===== src/rtl/pc_next_unit.sv =====
module pc_next_unit #(
  parameter int PC_W = 32,
  parameter int OFS_W = 16,
  parameter int STEP_MODE = 0,
  parameter logic [PC_W-1:0] RESET_VEC = '0
) (
  input  logic             clk,
  input  logic             rst,
  input  logic             en,
  input  logic [3:0]       step_len,
  input  logic             jump_sel,
  input  logic             branch_sel,
  input  logic [PC_W-1:0]  jump_target,
  input  logic [OFS_W-1:0] br_offset,
  output logic [PC_W-1:0]  pc
);
  localparam logic [PC_W-1:0] FIXED_STEP = (STEP_MODE == 1) ? PC_W'(1) : PC_W'(4);

  logic [PC_W-1:0] pc_q;
  logic [PC_W-1:0] step_amt;
  logic [PC_W-1:0] ofs_ext;
  logic [PC_W-1:0] addend;
  logic [PC_W-1:0] sum;
  logic [PC_W-1:0] pc_nxt;

  generate
    if (STEP_MODE == 2) begin : g_var_step
      assign step_amt = {{(PC_W-4){1'b0}}, step_len};
    end else begin : g_fixed_step
      logic unused_len;
      assign unused_len = ^step_len;
      assign step_amt = FIXED_STEP;
    end
  endgenerate

  assign ofs_ext = {{(PC_W-OFS_W){br_offset[OFS_W-1]}}, br_offset};
  assign addend  = branch_sel ? ofs_ext : step_amt;
  assign sum     = pc_q + addend;
  assign pc_nxt  = jump_sel ? jump_target : sum;

  always_ff @(posedge clk) begin
    if (rst)     pc_q <= RESET_VEC;
    else if (en) pc_q <= pc_nxt;
  end

  assign pc = pc_q;
endmodule



===== config.mk =====
export PLATFORM = sky130hd
export DESIGN_NAME = pc_next_unit
export DESIGN_NICKNAME = d
export VERILOG_FILES = /design/src/rtl/pc_next_unit.sv
export SDC_FILE = /design/constraint.sdc
export NUM_CORES = 1
export LEC_CHECK = 0
export ABC_AREA = 1
export CAP_MARGIN = 20
export CORE_UTILIZATION = 51
export CTS_BUF_LIST = sky130_fd_sc_hd__clkbuf_4 sky130_fd_sc_hd__clkbuf_8 sky130_fd_sc_hd__clkbuf_16
export DETAILED_ROUTE_END_ITERATION = 8
export MAX_ROUTING_LAYER = met4
export PLACE_DENSITY = 0.81
export SYNTH_ARGS = -nofsm -noshare
export SYNTH_HDL_FRONTEND = slang
export SYNTH_SLANG_ARGS = --single-unit

===== constraint.sdc =====
create_clock -name clk -period 3.5 [get_ports clk]
set_input_delay 1.05 -clock clk [delete_from_list [all_inputs] [get_ports clk]]
set_output_delay 1.05 -clock clk [all_outputs]
set_load 0.01 [all_outputs]

==> impl_metrics.yaml, run 1 <==
final_layout:
  area_growth_pct: 36.4
  num-nets-final: 942
  nFillCells: 668
  n_antenna_cell: 0
  drive_above_1_share: 0.126
  postLayoutCoreUtil: 0.730
  multiInputGateArea_sq_um: 2780
  largest_register_ffs: 32
  ff_latch_area_sq_um: 641
logic_synthesis:
  ys_seq_area_frac: 0.162
  synth-async-reset-ratio: 0
  synth_most_common_cell: "nand2_1"
  yosys_warnings: 0
  synth_nets: 817
  ys_top_cells_by_count: "nand2_1 (276), inv_1 (109), nor2_1 (77), nand3_1 (61), a21oi_1 (56)"
  synth_area_sq_um: 3940
  ys_ff_latch: 32
  synth_top_area_frac: 0.263
  yosys-top-cells-area: "nand2_1 (26%), dfxtp_1 (16%), inv_1 (10%)"
  synth.avg_cell_area_sq_um: 5.30
  synth_cells: 744
  ys.flop_type: "dfxtp_1"
  yosys.cell_types.count: 32
  yosys.area.top_type: "nand2_1"
  synth_edf_count: 0
route:
  drtIter0Drc: 243
  wl_per_cell_microns: 13.3
  drcViolationCount: 0
  postRouteAntennaNets: 0
  viasPerCell: 5.20
  dr.pass1.iters: 5
  finalWirelength_microns: 12900
  vias: 5035
timing:
  setup_viol: 0
  worst_pin_slew_ns: 0.718
  drv_slew: 0
  tns_ns: 0
  hold_viol_final: 0
  hold_ws_ns: 0.503
  layout_setup_ws_ns: 0.144
  period_minus_slack_ns: 3.36
  finalCritPeriodShare: 0.959
  rsz0062_at_grt: "true"
  slew_headroom: 0.521
  skew_ns: 0.00922
  fmax_mhz: 298
power_and_ir_drop:
  static-leakage-power_nw: 2.84
  peakVddDrop_mv: 0.192
  p_per_area_nw_per_um2: 252
place:
  dp_hpwl_microns: 10100
  place_congestion: 0.988
  io_buffers: 84
  dp_slack_ns: -0.255
clock_network:
  htreeDepth: 2
  clk_path_buf_depth: 2
  root_buffer: "clkbuf_8"
  clk_pin_slew_ns: 0.08
  cts_sinks: 32
  postCtsSetupBuffers: 0
  clkLatencyLatePin_ns: 0.30
  cts-buffers-inserted: 5
  cts_tree: "yes"
grt:
  gr-total-overflow: 0
  grt_use_total: 0.328
  grt_antenna_before_repair: 0
  grt_pass1_wl_microns: 21200
  grt_max_degree: 29
  grt_pass1_vias: 4786
floorplanning:
  die_y_microns: 89.9
  start_util: 0.535
  die_area_sq_um: 8090
  rows: 31
  die_w_microns: 89.9
  io_pins: 89
  core_sq_um: 7370
min_path:
  hp-class: "reg2reg"
setup_path:
  worstPathMaxFanout: 15
  crit_type: "in2reg"
  crit_arrival_ns: 3.52
  required_ns: 3.67
  critPathLaunchType: "input pin"
  worstSetupEndpointType: "flop"
job:
  drv_cap: 0
run_status:
  status: "completed"
-- layer usage --
| layer | vias up | GRT usage | routed length [microns] |
|---|---|---|---|
| li1 | 2559 | - | - |
| met1 | 2281 | 0.408 | 5900 |
| met4 | 0 | 0.0860 | 155 |
| met5 | - | - | 0 |
| met3 | 16 | 0.0381 | 675 |
| met2 | 179 | 0.563 | 6150 |
-- power breakdown --
group          leakage (nW)  switching [mW]  internal (mW)
combinational          2.53           0.318          0.276
clock                0.0523           0.163          0.177
sequential            0.264          0.0319          0.392
-- cells by family (layout without fill, tap and decap cells) --
family / after synthesis / in the layout / synth area share
AO/OA/AOI/OAI: 92 / 92 / 0.127
XOR/XNOR: 12 / 12 / 0.0267
adder cells (fa/ha/maj): 16 / 16 / 0.0527
buffers and inverters: 135 / 261 / 0.140
flip-flops: 32 / 32 / 0.162
AND/OR/NAND/NOR: 457 / 457 / 0.491
-- path summary, 6_finish.rpt --
| kind | cells past startpoint | from | slack, ns | end |
|---|---|---|---|---|
| worst max-delay path | 18 | branch_sel | 0.14 | pc[20] |
| worst min-delay path | 2 | pc[8] | 0.50 | pc[8] |
| worst max register to register | 14 | pc[0] | 1.25 | pc[20] |
| worst min register to register | 2 | pc[8] | 0.50 | pc[8] |
-- critical path, cell delays in order --
cell	delay (ns)
clkdlybuf4s50_1	0.44
buf_12	0.17
nand2_1	0.06
inv_1	0.04
ha_1	0.20
fa_2	0.36
nand2_1	0.10
nand2_1	0.08
and2_1	0.16
nand2_1	0.08
nand3_2	0.09
buf_4	0.16
nand2_1	0.06
nand3_2	0.10
a21oi_2	0.16
o21ai_1	0.07
nand2_1	0.07
a21oi_1	0.06
-- layout make-up --
cell class,count,area share
Inverter,110,0.0768
Clock buffer,8,0.0182
Multi-Input combinational cell,577,0.516
Timing Repair Buffer,143,0.246
Sequential cell,32,0.119
Tap cell,99,0.0230
-- layout by cell type, fill, tap and decap left out, drive strengths merged, types with 5 or more instances in the layout --
| master | n |
|---|---|
| xnor2 | 5 |
| xor2 | 7 |
| ha | 15 |
| buf | 59 |
| nand4 | 6 |
| nor2 | 92 |
| inv | 110 |
| a21oi | 58 |
| nand3 | 62 |
| clkdlybuf4s50 | 84 |
| dfxtp | 32 |
| clkbuf | 8 |
| nand2 | 292 |
| o211ai | 8 |
| o21ai | 22 |
-- timing repair --
action	in CTS	in global routing
hold buffers	0	0
setup endpoints to repair	0	15
gates resized for setup	0	8
-- through the flow --
stage | std cells | power, mW | instance area, sq um
final | 969 | 1.36 | 5380
after global routing | 969 | 1.43 | 5380
after CTS | 969 | 1.35 | 5350
after detailed placement | 961 | 1.01 | 5250
after global placement | 961 | 0.995 | 5250
after floorplan | 744 | 0.760 | 3940
No activity file was read; power rests on OpenSTA's default activity.
==> run 2, diff against run 1 <==
- CTS_CLUSTER_DIAMETER: not set -> 80
==> results of run 2 <==
The final DEF is identical to that of run 1; final timing and power are the same.
==> run 3, diff against run 2 <==
- PLACE_DENSITY: 0.81 -> 0.91
==> run 3 against run 2 <==
  * Register-to-register slack improved by 0.06 ns
  * Critical endpoint is now pc[25]
  * Flip-flop and latch count stayed put
  * Via count is 2.5% lower
  * Largest power group unchanged
  * Global-route usage up 1.2 points
  * Critical path depth rose by 1
  * Worst hold slack worse by 0.0011 ns
  * Setup slack improved by 0.27 ns
  * Highest routed layer unchanged
  * Sequential power is essentially flat
==> impl_metrics.yaml, run 3 (same netlist as run 1, synthesis figures left out) <==
clock_network:
  root_buffer: "clkbuf_8"
  htreeDepth: 2
  clkLatencyLatePin_ns: 0.29
  clk_pin_slew_ns: 0.08
  postCtsHoldBufs: 0
  clk_path_buf_depth: 2
  cts_sinks: 32
  cts_tree: "yes"
  cts-buffers-inserted: 5
grt:
  grt_pass1_wl_microns: 22100
  grt_max_degree: 29
  grt_use_total: 0.339
  grt_antenna_before_repair: 0
  gr-total-overflow: 0
  grt_pass1_vias: 4910
setup_path:
  critPathLaunchType: "input pin"
  worstPathMaxFanout: 3
  crit_type: "in2reg"
  crit_arrival_ns: 3.26
  worstSetupEndpointType: "flop"
  required_ns: 3.67
timing:
  worst_pin_slew_ns: 0.311
  fmax_mhz: 324
  skew_ns: 0.00719
  drv_slew: 0
  rsz0062_at_grt: "false"
  slew_headroom: 0.793
  finalCritPeriodShare: 0.882
  period_minus_slack_ns: 3.09
  hold_viol_final: 0
  hold_ws_ns: 0.502
  layout_setup_ws_ns: 0.412
  setup_viol: 0
power_and_ir_drop:
  peakVddDrop_mv: 0.181
  static-leakage-power_nw: 2.71
  p_per_area_nw_per_um2: 254
  p_total_mw: 1.31
route:
  postRouteAntennaNets: 0
  drtIter0Drc: 330
  vias: 4907
  drcViolationCount: 0
  finalWirelength_microns: 13000
  viasPerCell: 5.21
  wl_per_cell_microns: 13.8
  dr.pass1.iters: 5
floorplanning:
  core_sq_um: 7370
  io_pins: 89
  die_w_microns: 89.9
  die_area_sq_um: 8090
  rows: 31
  start_util: 0.535
  die_y_microns: 89.9
final_layout:
  n_antenna_cell: 0
  area_growth_pct: 30.8
  postLayoutCoreUtil: 0.699
  drive_above_1_share: 0.0938
  largest_register_ffs: 32
  layout_common_cells: "nand2_1 (275), inv_1 (109), clkdlybuf4s50_1 (83)"
  nFillCells: 674
  ff_latch_area_sq_um: 641
  layout_commonest_cell: "nand2_1"
  multiInputGateArea_sq_um: 2770
  num-nets-final: 914
  fin_area_sq_um: 5150
place:
  place_congestion: 0.936
  dp_hpwl_microns: 10200
  dp_slack_ns: -0.272
  place_area_sq_um: 5020
  io_buffers: 84
run_status:
  status: "completed"
min_path:
  hp-class: "reg2reg"
job:
  drv_cap: 0
-- run 3: per-layer routing --
| metal | track usage | up-vias | part of all wire |
|---|---|---|---|
| met1 | 0.416 | 2164 | 0.44 |
| met2 | 0.587 | 198 | 0.48 |
| met4 | 0.0927 | 0 | 0.014 |
| li1 | - | 2522 | - |
| met3 | 0.0431 | 23 | 0.063 |
| met5 | - | - | 0 |
-- run 3: power by group --
part / internal, mW / total, mW / switching, mW
combinational: 0.249 / 0.561 / 0.312
clock: 0.158 / 0.324 / 0.167
sequential: 0.392 / 0.422 / 0.0306
total: 0.798 / 1.31 / 0.509
-- run 3: metrics by stage --
stage | instances | setup TNS (ns)
after floorplan | 744 | 0
after global placement | 933 | -2.30
after detailed placement | 933 | -3.53
after CTS | 941 | 0
after global routing | 941 | 0
final | 941 | 0
-- run 3: final timing paths --
check                                  start     end  slack [ns]  depth (start not counted)
worst max-delay path            br_offset[3]  pc[25]        0.41                         19
worst min-delay path                   pc[6]   pc[6]        0.50                          2
worst max register to register         pc[0]  pc[24]        1.31                         15
worst min register to register         pc[6]   pc[6]        0.50                          2
-- run 3: layout make-up --
cell class | count | area share
sequential | 32 | 0.124
tap | 99 | 0.0240
timing repair buffer | 115 | 0.216
inverter | 110 | 0.0801
multi-input combinational | 577 | 0.538
clock inverter | 2 | 0.00194
clock buffer | 6 | 0.0160
-- run 3: repair_timing --
action / 4_1_cts / 5_1_grt
gates resized for setup: 0 / 9
setup buffers: 0 / 0
endpoints found under the setup margin: 0 / 20
-- run 3: critical path, cell delays in order --
cell and delay (ns):
clkdlybuf4s50_1 0.41, nand2_1 0.08, inv_1 0.04, ha_1 0.29, buf_4 0.15, nand2_1 0.09
inv_1 0.05, nand2_1 0.06, nand3_1 0.18, nand2_1 0.11, nand2_1 0.09, nand2_1 0.07
nand2_1 0.10, nand2_1 0.14, nand2_1 0.06, nand2_1 0.05, nand3_1 0.09, nand2_1 0.08
a21oi_1 0.06
